$ cat src/rtl/rtc_pkg.sv
// Shared constants, register selects and BCD helpers for the time counter.
// Assumes all fields are stored as 8-bit packed BCD.
package rtc_pkg;
    localparam int NUM_FIELDS = 7;
    localparam int FIELD_W    = 8;
    localparam int ADDR_W     = $clog2(NUM_FIELDS + 1);

    // Register select; the order is the host's sequential access order.
    typedef enum logic [ADDR_W-1:0] {
        SEL_SEC  = 3'd0,
        SEL_MIN  = 3'd1,
        SEL_HOUR = 3'd2,
        SEL_WDAY = 3'd3,
        SEL_MDAY = 3'd4,
        SEL_MON  = 3'd5,
        SEL_YEAR = 3'd6,
        SEL_VOID = 3'd7
    } reg_sel_e;

    // Value a field takes after reset and after its wrap.
    function automatic logic [FIELD_W-1:0] field_first(input int idx);
        if (idx == 3 || idx == 4 || idx == 5) return 8'h01;
        return 8'h00;
    endfunction

    // Bits a field stores; the others read as zero.
    function automatic logic [FIELD_W-1:0] field_mask(input int idx);
        case (idx)
            0, 1:    return 8'h7F;
            2, 4:    return 8'h3F;
            3:       return 8'h07;
            5:       return 8'h1F;
            default: return 8'hFF;
        endcase
    endfunction

    // Two-digit BCD increment without wrap handling.
    function automatic logic [FIELD_W-1:0] bcd_inc(input logic [FIELD_W-1:0] v);
        if (v[3:0] == 4'd9) return {v[7:4] + 4'd1, 4'd0};
        return {v[7:4], v[3:0] + 4'd1};
    endfunction

    // Divisible by 4: ten counts as 2 modulo 4, so use the tens LSB doubled.
    function automatic logic is_leap_bcd(input logic [FIELD_W-1:0] yr);
        logic [1:0] rem;
        rem = {yr[4], 1'b0} + yr[1:0];
        return (rem == 2'b00);
    endfunction

    // Last date of a BCD month.
    function automatic logic [FIELD_W-1:0] month_last(input logic [FIELD_W-1:0] mo,
                                                      input logic leap);
        case (mo)
            8'h02:                      return leap ? 8'h29 : 8'h28;
            8'h04, 8'h06, 8'h09, 8'h11: return 8'h30;
            default:                    return 8'h31;
        endcase
    endfunction
endpackage

$ cat src/rtl/rtc_bcd_field.sv
// One BCD counter field: loads from the host, steps on inc_i, and wraps to
// FIRST after reaching max_i. Assumes ld_i and inc_i are never both high.
module rtc_bcd_field
    import rtc_pkg::*;
#(
    parameter int           W     = FIELD_W,
    parameter logic [W-1:0] FIRST = '0,
    parameter logic [W-1:0] MASK  = '1
) (
    input  logic         clk,
    input  logic         rst_n,
    input  logic         ld_i,
    input  logic [W-1:0] ld_val_i,
    input  logic         inc_i,
    input  logic [W-1:0] max_i,
    output logic [W-1:0] val_o,
    output logic         carry_o
);
    logic [W-1:0] val_q;

    // Carry out when stepping past the top of the range.
    always_comb carry_o = inc_i && (val_q == max_i);

    // Field register: host load, else step or wrap.
    always_ff @(posedge clk) begin
        if (!rst_n)      val_q <= FIRST;
        else if (ld_i)   val_q <= ld_val_i & MASK;
        else if (inc_i)  val_q <= carry_o ? FIRST : bcd_inc(val_q);
    end

    assign val_o = val_q;

    AST_FIELD_WRAP: assert property (@(posedge clk) disable iff (!rst_n)
        (inc_i && !ld_i && val_q == max_i) |=> (val_q == FIRST));
endmodule

$ cat src/rtl/rtc_tick_gate.sv
// Decides when the counters advance. Ticks seen under a read hold or a write
// are kept as one pending advance; stop and a seconds write discard them.
module rtc_tick_gate (
    input  logic clk,
    input  logic rst_n,
    input  logic tick_i,
    input  logic rd_hold_i,
    input  logic wr_i,
    input  logic sec_wr_i,
    input  logic stop_i,
    output logic adv_o
);
    logic pending_q;
    logic hold_eff;

    // A write behaves as a one-cycle hold so it never races an advance.
    always_comb hold_eff = rd_hold_i || wr_i;

    // Advance when free to, on a fresh or remembered tick.
    always_comb adv_o = !hold_eff && !stop_i && (tick_i || pending_q);

    // Pending flag: set by a held tick, cleared when applied or discarded.
    always_ff @(posedge clk) begin
        if (!rst_n)                  pending_q <= 1'b0;
        else if (sec_wr_i || stop_i) pending_q <= 1'b0;
        else if (hold_eff)           pending_q <= pending_q || tick_i;
        else                         pending_q <= 1'b0;
    end

    AST_HELD_TICK_APPLIED: assert property (@(posedge clk) disable iff (!rst_n)
        (rd_hold_i && tick_i && !sec_wr_i && !stop_i)
        |=> (rd_hold_i || wr_i || stop_i || adv_o));
    AST_SEC_WR_DROPS_TICK: assert property (@(posedge clk) disable iff (!rst_n)
        sec_wr_i |=> (adv_o == tick_i || !adv_o));
    AST_NO_ADV_WHEN_STOPPED: assert property (@(posedge clk) disable iff (!rst_n)
        (stop_i && !sec_wr_i) |=> !adv_o);
endmodule

$ cat src/rtl/rtc_calendar_chain.sv
// The seven BCD fields and their carry wiring, including month length and
// leap-year selection for the date field. Assumes adv_i and wr_en_i exclusive.
module rtc_calendar_chain
    import rtc_pkg::*;
(
    input  logic                                clk,
    input  logic                                rst_n,
    input  logic                                adv_i,
    input  logic                                wr_en_i,
    input  logic [ADDR_W-1:0]                   wr_sel_i,
    input  logic [FIELD_W-1:0]                  wr_data_i,
    output logic [NUM_FIELDS-1:0][FIELD_W-1:0]  fields_o,
    output logic                                year_roll_o
);
    logic [NUM_FIELDS-1:0][FIELD_W-1:0] val;
    logic [NUM_FIELDS-1:0][FIELD_W-1:0] maxv;
    logic [NUM_FIELDS-1:0]              inc;
    logic [NUM_FIELDS-1:0]              carry;

    // Upper limit of each field; the date limit follows month and year.
    always_comb begin
        maxv[SEL_SEC]  = 8'h59;
        maxv[SEL_MIN]  = 8'h59;
        maxv[SEL_HOUR] = 8'h23;
        maxv[SEL_WDAY] = 8'h07;
        maxv[SEL_MDAY] = month_last(val[SEL_MON], is_leap_bcd(val[SEL_YEAR]));
        maxv[SEL_MON]  = 8'h12;
        maxv[SEL_YEAR] = 8'h99;
    end

    // Carry routing: midnight steps both weekday and date.
    always_comb begin
        inc[SEL_SEC]  = adv_i;
        inc[SEL_MIN]  = carry[SEL_SEC];
        inc[SEL_HOUR] = carry[SEL_MIN];
        inc[SEL_WDAY] = carry[SEL_HOUR];
        inc[SEL_MDAY] = carry[SEL_HOUR];
        inc[SEL_MON]  = carry[SEL_MDAY];
        inc[SEL_YEAR] = carry[SEL_MON];
    end

    for (genvar g = 0; g < NUM_FIELDS; g++) begin : g_field
        rtc_bcd_field #(
            .W     (FIELD_W),
            .FIRST (field_first(g)),
            .MASK  (field_mask(g))
        ) u_field (
            .clk      (clk),
            .rst_n    (rst_n),
            .ld_i     (wr_en_i && (wr_sel_i == ADDR_W'(g))),
            .ld_val_i (wr_data_i),
            .inc_i    (inc[g]),
            .max_i    (maxv[g]),
            .val_o    (val[g]),
            .carry_o  (carry[g])
        );
    end

    assign fields_o    = val;
    assign year_roll_o = carry[SEL_YEAR];

    AST_WDAY_WRAP: assert property (@(posedge clk) disable iff (!rst_n)
        carry[SEL_WDAY] |=> (val[SEL_WDAY] == 8'h01));
    AST_FEB_LEAP: assert property (@(posedge clk) disable iff (!rst_n)
        (inc[SEL_MDAY] && val[SEL_MON] == 8'h02 && val[SEL_MDAY] == 8'h28
         && is_leap_bcd(val[SEL_YEAR])) |=> (val[SEL_MDAY] == 8'h29));
    AST_FEB_COMMON: assert property (@(posedge clk) disable iff (!rst_n)
        (inc[SEL_MDAY] && val[SEL_MON] == 8'h02 && val[SEL_MDAY] == 8'h28
         && !is_leap_bcd(val[SEL_YEAR])) |=> (val[SEL_MDAY] == 8'h01
                                              && val[SEL_MON] == 8'h03));
endmodule

$ cat src/rtl/bcd_rtc_core.sv
// Top of the BCD time and calendar counter. Holds the stop, century-enable
// and century flags, and drives the host read mux. Assumes tick_1hz_i is a
// single-cycle pulse in the clk domain.
module bcd_rtc_core
    import rtc_pkg::*;
(
    input  logic               clk,
    input  logic               rst_n,
    input  logic               tick_1hz_i,
    input  logic               rd_hold_i,
    input  logic               wr_en_i,
    input  logic [ADDR_W-1:0]  wr_addr_i,
    input  logic [FIELD_W-1:0] wr_data_i,
    input  logic [ADDR_W-1:0]  rd_addr_i,
    output logic [FIELD_W-1:0] rd_data_o
);
    logic [NUM_FIELDS-1:0][FIELD_W-1:0] fields;
    logic sec_wr, hour_wr, adv, year_roll;
    logic stop_q, ceb_q, cb_q;

    // Decode writes that also touch the flag bits.
    always_comb begin
        sec_wr  = wr_en_i && (wr_addr_i == SEL_SEC);
        hour_wr = wr_en_i && (wr_addr_i == SEL_HOUR);
    end

    rtc_tick_gate u_gate (
        .clk       (clk),
        .rst_n     (rst_n),
        .tick_i    (tick_1hz_i),
        .rd_hold_i (rd_hold_i),
        .wr_i      (wr_en_i),
        .sec_wr_i  (sec_wr),
        .stop_i    (stop_q),
        .adv_o     (adv)
    );

    rtc_calendar_chain u_chain (
        .clk         (clk),
        .rst_n       (rst_n),
        .adv_i       (adv),
        .wr_en_i     (wr_en_i),
        .wr_sel_i    (wr_addr_i),
        .wr_data_i   (wr_data_i),
        .fields_o    (fields),
        .year_roll_o (year_roll)
    );

    // Stop flag lives in bit 7 of the seconds register.
    always_ff @(posedge clk) begin
        if (!rst_n)      stop_q <= 1'b0;
        else if (sec_wr) stop_q <= wr_data_i[7];
    end

    // Century enable and century flag; the flag flips on year rollover.
    always_ff @(posedge clk) begin
        if (!rst_n) begin
            ceb_q <= 1'b0;
            cb_q  <= 1'b0;
        end else if (hour_wr) begin
            ceb_q <= wr_data_i[7];
            cb_q  <= wr_data_i[6];
        end else if (year_roll && ceb_q) begin
            cb_q  <= ~cb_q;
        end
    end

    // Host read mux with flag bits overlaid on their registers.
    always_comb begin
        rd_data_o = '0;
        if (rd_addr_i != SEL_VOID) rd_data_o = fields[rd_addr_i];
        if (rd_addr_i == SEL_SEC)  rd_data_o = rd_data_o | {stop_q, 7'b0};
        if (rd_addr_i == SEL_HOUR) rd_data_o = rd_data_o | {ceb_q, cb_q, 6'b0};
    end

    AST_STOP_FREEZES: assert property (@(posedge clk) disable iff (!rst_n)
        (stop_q && !wr_en_i) |=> $stable(fields));
    AST_HOLD_FREEZES: assert property (@(posedge clk) disable iff (!rst_n)
        (rd_hold_i && !wr_en_i) |=> $stable(fields));
    AST_CENTURY_LOCKED: assert property (@(posedge clk) disable iff (!rst_n)
        (!ceb_q && !hour_wr) |=> $stable(cb_q));
    AST_VOID_READS_ZERO: assert property (@(posedge clk) disable iff (!rst_n)
        (rd_addr_i == SEL_VOID) |-> (rd_data_o == 8'h00));
endmodule

$ cat config.mk
export PLATFORM = sky130hd
export DESIGN_NAME = bcd_rtc_core
export DESIGN_NICKNAME = d
export VERILOG_FILES = /design/src/rtl/rtc_pkg.sv /design/src/rtl/rtc_bcd_field.sv /design/src/rtl/rtc_tick_gate.sv /design/src/rtl/rtc_calendar_chain.sv /design/src/rtl/bcd_rtc_core.sv
export SDC_FILE = /design/constraint.sdc
export NUM_CORES = 1
export LEC_CHECK = 0
export BUFFER_PORTS_ARGS = -buffer_cell sky130_fd_sc_hd__clkbuf_2
export CAP_MARGIN = 20
export CORE_AREA = 2 2 176 92
export DETAILED_ROUTE_END_ITERATION = 8
export DIE_AREA = 0 0 178 94
export HOLD_SLACK_MARGIN = 0.15
export SYNTH_ARGS = -nofsm -noshare
export SYNTH_HDL_FRONTEND = slang
export SYNTH_HIERARCHICAL = 1
export SYNTH_SLANG_ARGS = --single-unit
$ cat constraint.sdc
create_clock -name clk -period 12.47 [get_ports clk]
set_input_delay 3.1175 -clock clk [delete_from_list [all_inputs] [get_ports clk]]
set_output_delay 3.1175 -clock clk [all_outputs]
set_load 0.01 [all_outputs]
-- After elaboration in Yosys (flattened, before gate mapping)
Cells that the tools add are included.
- $add $sub $neg: 15
- $lt $le $gt $ge: 1
- eq/ne operators: 27
- mux-type cells: 72
- bitwise gates (word level): 5
- reductions and logical operators: 65
- operators with widths (operator ; number):
    8-bit 2-to-1 mux ; 27
    4-bit by 1-bit adder with 4-bit output (second input constant) ; 14
    1-bit 2-to-1 mux ; 31
    4-bit == test (second input constant) ; 7
    7-bit 2-to-1 mux ; 4
    2-bit nonzero test ; 14
    8-bit binary-select mux with 3-bit select ; 1
    8-bit by 3-bit == test with 1-bit output (second input constant) ; 3
    6-bit 2-to-1 mux ; 4
    2-bit AND reduction ; 12
    3-bit nonzero test ; 6
    1-bit logical AND ; 17
    8-bit by 5-bit == test with 1-bit output (second input constant) ; 2
    8-bit by 7-bit == test with 1-bit output (second input constant) ; 2
    8-bit bitwise OR ; 2
    8-bit case mux with 2 select lines ; 1
    2-bit OR reduction ; 6
    5-bit 2-to-1 mux ; 2
    3-bit by 2-bit == test with 1-bit output (second input constant) ; 3
    3-bit == test (second input constant) ; 3
    8-bit by 2-bit == test with 1-bit output (second input constant) ; 1
    8-bit by 4-bit == test with 1-bit output (second input constant) ; 1
    8-bit by 6-bit == test with 1-bit output (second input constant) ; 1
    8-bit == test ; 1
    other kinds (13) ; 20
- register bits: 60
- input port bits: 19
- output and inout port bits: 8
- logic and storage cells: 209

-- Logic depth before layout (Yosys ltp)
- word-level depth: 16
- gate-level depth with buffers: 21
- depth with buffers taken out: 17

-- Hierarchy
Netlist, hierarchy kept.
- modules (own cells, without submodules) (module ; times used ; cells each ; area each (µm²) ; seq. area each (µm²)):
    rtc_bcd_field at u_chain.g_field[0].u_field ... ; 2 ; 73 ; 610.6 ; 160.2
    rtc_bcd_field at u_chain.g_field[2].u_field ; 1 ; 81 ; 701.9 ; 160.2
    rtc_bcd_field at u_chain.g_field[4].u_field ; 1 ; 84 ; 681.9 ; 160.2
    rtc_bcd_field at u_chain.g_field[5].u_field ; 1 ; 77 ; 621.8 ; 160.2
    bcd_rtc_core ; 1 ; 63 ; 614.3 ; 60.1
    rtc_bcd_field at u_chain.g_field[3].u_field ; 1 ; 62 ; 608.1 ; 160.2
    rtc_bcd_field at u_chain.g_field[6].u_field ; 1 ; 65 ; 568.0 ; 160.2
    rtc_calendar_chain ; 1 ; 25 ; 150.1 ; 0.0
    rtc_tick_gate ; 1 ; 5 ; 62.6 ; 20.0

-- Worst setup path after synthesis
Ideal clock, no wire load.
- kind: input to register
- start point: input tick_1hz_i
- end point: register cb_q
- library setup time: 0.116 ns
- arrival: 7.626 ns
- required time: 12.354 ns
- setup slack: 4.727 ns
- stages: 21
- path buffers: 4
- cell sequence: o21bai_4 nor3_1 inv_1 nor3_1 inv_1 nor3_1 inv_2 buf_4 nor3_4 buf_2 nand2_1 nor3_1 inv_1 buf_2 nor3_1 clkbuf_2 nand4_1 nor4_4 nand2_1 xnor2_1 o211a_1
- cells in the longest elaborated chain, start to end: 10
- ends and longest elaborated chain (element ; RTL line ; RTL):
    from (decl) ; bcd_rtc_core.sv:9 ; input logic tick_1hz_i,
    1-bit logical OR ; rtc_tick_gate.sv:20 ; always_comb adv_o = !hold_eff && !stop_i && (tick_i || pending_q);
    1-bit logical AND ; rtc_tick_gate.sv:20 ;
    via adv ; bcd_rtc_core.sv:18 ; logic sec_wr, hour_wr, adv, year_roll;
    1-bit logical AND ; rtc_bcd_field.sv:22 ; always_comb carry_o = inc_i && (val_q == max_i);
    via u_chain.carry[0] ; rtc_calendar_chain.sv:18 ; logic [NUM_FIELDS-1:0] carry;
    1-bit logical AND ; rtc_bcd_field.sv:22 ;
    via u_chain.carry[1] ; rtc_calendar_chain.sv:18 ;
    1-bit logical AND ; rtc_bcd_field.sv:22 ;
    via u_chain.carry[2] ; rtc_calendar_chain.sv:18 ;
    1-bit logical AND ; rtc_bcd_field.sv:22 ;
    via u_chain.carry[4] ; rtc_calendar_chain.sv:18 ;
    1-bit logical AND ; rtc_bcd_field.sv:22 ;
    via u_chain.carry[5] ; rtc_calendar_chain.sv:18 ;
    1-bit logical AND ; rtc_bcd_field.sv:22 ;
    via year_roll ; bcd_rtc_core.sv:18 ;
    1-bit logical AND ; bcd_rtc_core.sv:63 ; end else if (year_roll && ceb_q) begin
    2-bit nonzero test (no source line) ; - ;
    to (signal assigned) ; bcd_rtc_core.sv:62 ; cb_q <= wr_data_i[6];
    to (signal assigned) ; bcd_rtc_core.sv:64 ; cb_q <= ~cb_q;
    to (decl) ; bcd_rtc_core.sv:19 ; logic stop_q, ceb_q, cb_q;
The timed path passes the listed nets, and every way through them passes these cells.
A chain may end at the register's enable or synchronous reset.

-- Worst setup path in the final report
- start point: input wr_en_i
- end point: register cb_q
- cells in the longest elaborated chain, start to end: 12
- elaborated cells on any way between the ends: 14
- those cells by class: mux (1); reduce/logical (13)
- ends and longest elaborated chain (element ; RTL line ; RTL):
    from (decl) ; bcd_rtc_core.sv:11 ; input logic wr_en_i,
    1-bit logical OR ; rtc_tick_gate.sv:17 ; always_comb hold_eff = rd_hold_i || wr_i;
    1-bit logical NOT ; rtc_tick_gate.sv:20 ;
    1-bit logical AND (2 in series) ; rtc_tick_gate.sv:20 ;
    via adv ; bcd_rtc_core.sv:18 ;
    1-bit logical AND ; rtc_bcd_field.sv:22 ;
    via u_chain.carry[0] ; rtc_calendar_chain.sv:18 ;
    1-bit logical AND ; rtc_bcd_field.sv:22 ;
    via u_chain.carry[1] ; rtc_calendar_chain.sv:18 ;
    [1 not listed] ; - ;
    via u_chain.carry[2] ; rtc_calendar_chain.sv:18 ;
    1-bit logical AND ; rtc_bcd_field.sv:22 ;
    via u_chain.carry[4] ; rtc_calendar_chain.sv:18 ;
    1-bit logical AND ; rtc_bcd_field.sv:22 ;
    via u_chain.carry[5] ; rtc_calendar_chain.sv:18 ;
    1-bit logical AND ; rtc_bcd_field.sv:22 ;
    via year_roll ; bcd_rtc_core.sv:18 ;
    1-bit logical AND ; bcd_rtc_core.sv:63 ;
    2-bit nonzero test (no source line) ; - ;
The timed path passes the listed nets, and every way through them passes these cells.

==> results.txt <==
Status - finished, final reports clean
Clk_skew - 0.009244 ns
Final hold violation count - 0
Final period utilization - 78.73%
Met1 WL - 7920 µm
Worst-margin pin slew - 0.9207 ns
Worst-case clock buffer depth - 2
Overall routed net length - 16180 µm
Maximum fanout along the worst path - 24
Pwr dens - 93.87 nW/µm²
Register bit count reported by yosys - 60
Cell count after synthesis - 608
Fraction of layout cells with a size suffix above 1 - 15.81%
Seq/Total Area, Yosys - 22.97%
Die ar. - 16730 µm²
EDFF count, synth - 0
Post-CTS sizing - 0
CTS Buf Count - 9
Final worst slack - 2.652 ns
Ys flop type - dfxtp_1
Max capacitance violation total - 0
Met3 wire length - 1783 µm
Fmax - 101.9 MHz
Largest net degree at the start of global routing - 61
Startpoint types - input pin
Crit path DAT - 10.04 ns
Max H-tree Level - 3
Fin. max-slew vios - 0
Hold Path Class - reg2reg
Nets - 710
DRT iter0 DRCs - 704
Ys async rst share - 0%
RSZ-0062 raised after global routing - no
Antenna violations before repair - 0
Vias in the first global route - 4577
GRT Total Usage - 19.79%
Num rows - 32
Antenna-violating nets left - 0
DP Wirelength - 12370 µm
GP Congestion - 0.9084
First-pass iteration count of the detailed router - 5
Critical path cell sequence - clkbuf_2 > nor3_1 > inv_1 > nor3_1 > inv_1 > nor3_1 > inv_2 > nor3_4 > nand2_1 > nor3_1 > inv_1 > nor3_1 > nand4_1 > nor4_4 > nand2_1 > xnor2_1 > o211a_1
Mean Syn Cell Area - 8.602 µm²
Post-CTS setup buffer count - 0
Mapped Area - 5230 µm²
P_leak - 2.126 nW
Total power draw - 0.0005598 W
Vias - 5048
Clock latency on the worst-skew pair - 0.33 ns
Layout area overhead - 14.02%
Crit path max-delay cell type - nor3_4
Clock transition at path regs - 0.05 ns
# diodes - 0
Initial Util - 34.65%
Critical Path Max Stage Delay - 0.82 ns
Hold_buf cts - 0
Residual DRC count - 0
Worst Setup End Kind - flip-flop
Global route overflow - 0
WL/cell - 18.36 µm
CTS tree - yes
Synthesis warning total - 6
Synth cell types - 83
Num ports - 27
Pre-CTS setup slack - 2.592 ns
Setup TNS - 0 ns
CTS sink cnt - 60
Peak supply drop - 0.06101 mV
First-pass GRT wire length - 25110 µm
Chip height - 94 µm
Core area - 15090 µm²
Required @ worst endpoint - 12.69 ns
Setup Crit Path Kind - in2reg
Period minus WS final - 9.818 ns
IO Port Bufs - 26
DR top layer - met4
Most frequent cell on the critical path - nor3_1
Endpoints failing setup - 0
Die width - 178 µm
Vias per cell - 5.730
Rel. slew slack - 38.39%
WL met2 - 6383 µm
CTS root buffer - clkbuf_16
[power by group]
part	internal (W)	switching, W	total, W
Combinational	0.0000377	0.0000497	0.0000874
Sequential	0.000199	0.0000165	0.000215
Clock	0.000164	0.0000930	0.000257
Total	0.000401	0.000159	0.000560
[final timing paths]
| kind | startpoint | endpoint | slack [ns] | depth (start not counted) |
|---|---|---|---|---|
| worst max-delay path | wr_en_i | cb_q | 2.65 | 17 |
| worst min-delay path | u_gate/pending_q | u_gate/pending_q | 0.53 | 2 |
| worst max register to register | stop_q | cb_q | 5.12 | 17 |
| worst min register to register | u_gate/pending_q | u_gate/pending_q | 0.53 | 2 |
[cells in the final DEF (no fill, tap or decap), drive strengths merged, types with 6 or more instances in the layout]
master and instances:
xnor2 67, dfxtp 60, conb 53, a21oi 40, clkbuf 37, nor3 32
nand3 30, nand2 30, inv 29, nor2 26, o21ai 25, nand4 20
ha 19, mux2i 17, nand2b 17, nor2b 11, o31ai 10, or4 9
nor4 9, mux4 8, and3 8, xor2 7, o32ai 7, a2bb2oi 6
o21a 6
[cell usage after synthesis, types with 7 or more instances]
master    instances  area share, %
a21oi_1          40            3.8
buf_2             9           0.86
dfxtp_1          60             23
ha_1             19            4.5
inv_1            25            1.8
mux2i_1          17            3.3
mux4_2            8            3.4
nand2_1          29            2.1
nand2b_1         16            1.9
nand3_1          30            2.9
nand4_1          12            1.4
nor2_1           23            1.7
nor2b_1          11            1.3
nor3_1           22            2.1
nor3_2            8            1.5
o21ai_0          19            1.8
o31ai_1           9            1.3
o32ai_1           7            1.2
or4_1             9            1.3
xnor2_1          66             11
xor2_1            7            1.2
[worst max-delay path: cells and delay by family]
family | cells | cell delay (ns)
buffers and inverters | 5 | 1.38
AOI/OAI and AO/OA | 1 | 0.20
and+or+nand+nor | 10 | 5.18
xor gates and xnor gates | 1 | 0.14
[sequential cells by signal, summed over array words and instances (netlist names)]
register / count
u_chain/g_field.u_field/val_o: 56
u_gate/pending_q: 1
ceb_q: 1
cb_q: 1
stop_q: 1
[cell type report]
class,count,area [µm²]
clock buffer,11,252.7
tap,204,255.2
timing repair buffer,29,152.6
inverter,30,112.6
sequential,60,1201
multi-input combinational,542,3939
fill,1508,9131
clock inverter,5,50.05
[through the flow]
stage | util [%] | std cells | hold slack (ns) | instance area, µm²
floorplan | - | 659 | 0.4732 | 5421
global placement | 37.50 | 865 | 0.5180 | 5660
detailed placement | 37.50 | 865 | 0.5248 | 5660
CTS | 39.51 | 881 | 0.5323 | 5963
global route | 39.51 | 881 | 0.5540 | 5963
finish | 39.51 | 881 | 0.5293 | 5963
[logic make-up after synthesis]
group	count (synthesis)	share of synthesized area, %
AND/OR/NAND/NOR	223	27.80
adder cells (fa/ha/maj)	19	4.545
multiplexers	26	6.914
XOR/XNOR	74	12.54
AO/OA/AOI/OAI	147	19.71
flip-flops	60	22.97
other	2	0.1436
buffers and inverters	57	5.382
[per-layer routing]
metal | vias up | global-route usage, %
li1 | 2353 | -
met1 | 2433 | 30.19
met2 | 253 | 27.49
met3 | 9 | 5.138
met4 | 0 | 3.620
met5 | - | 0
No activity file was read; power rests on OpenSTA's default activity.
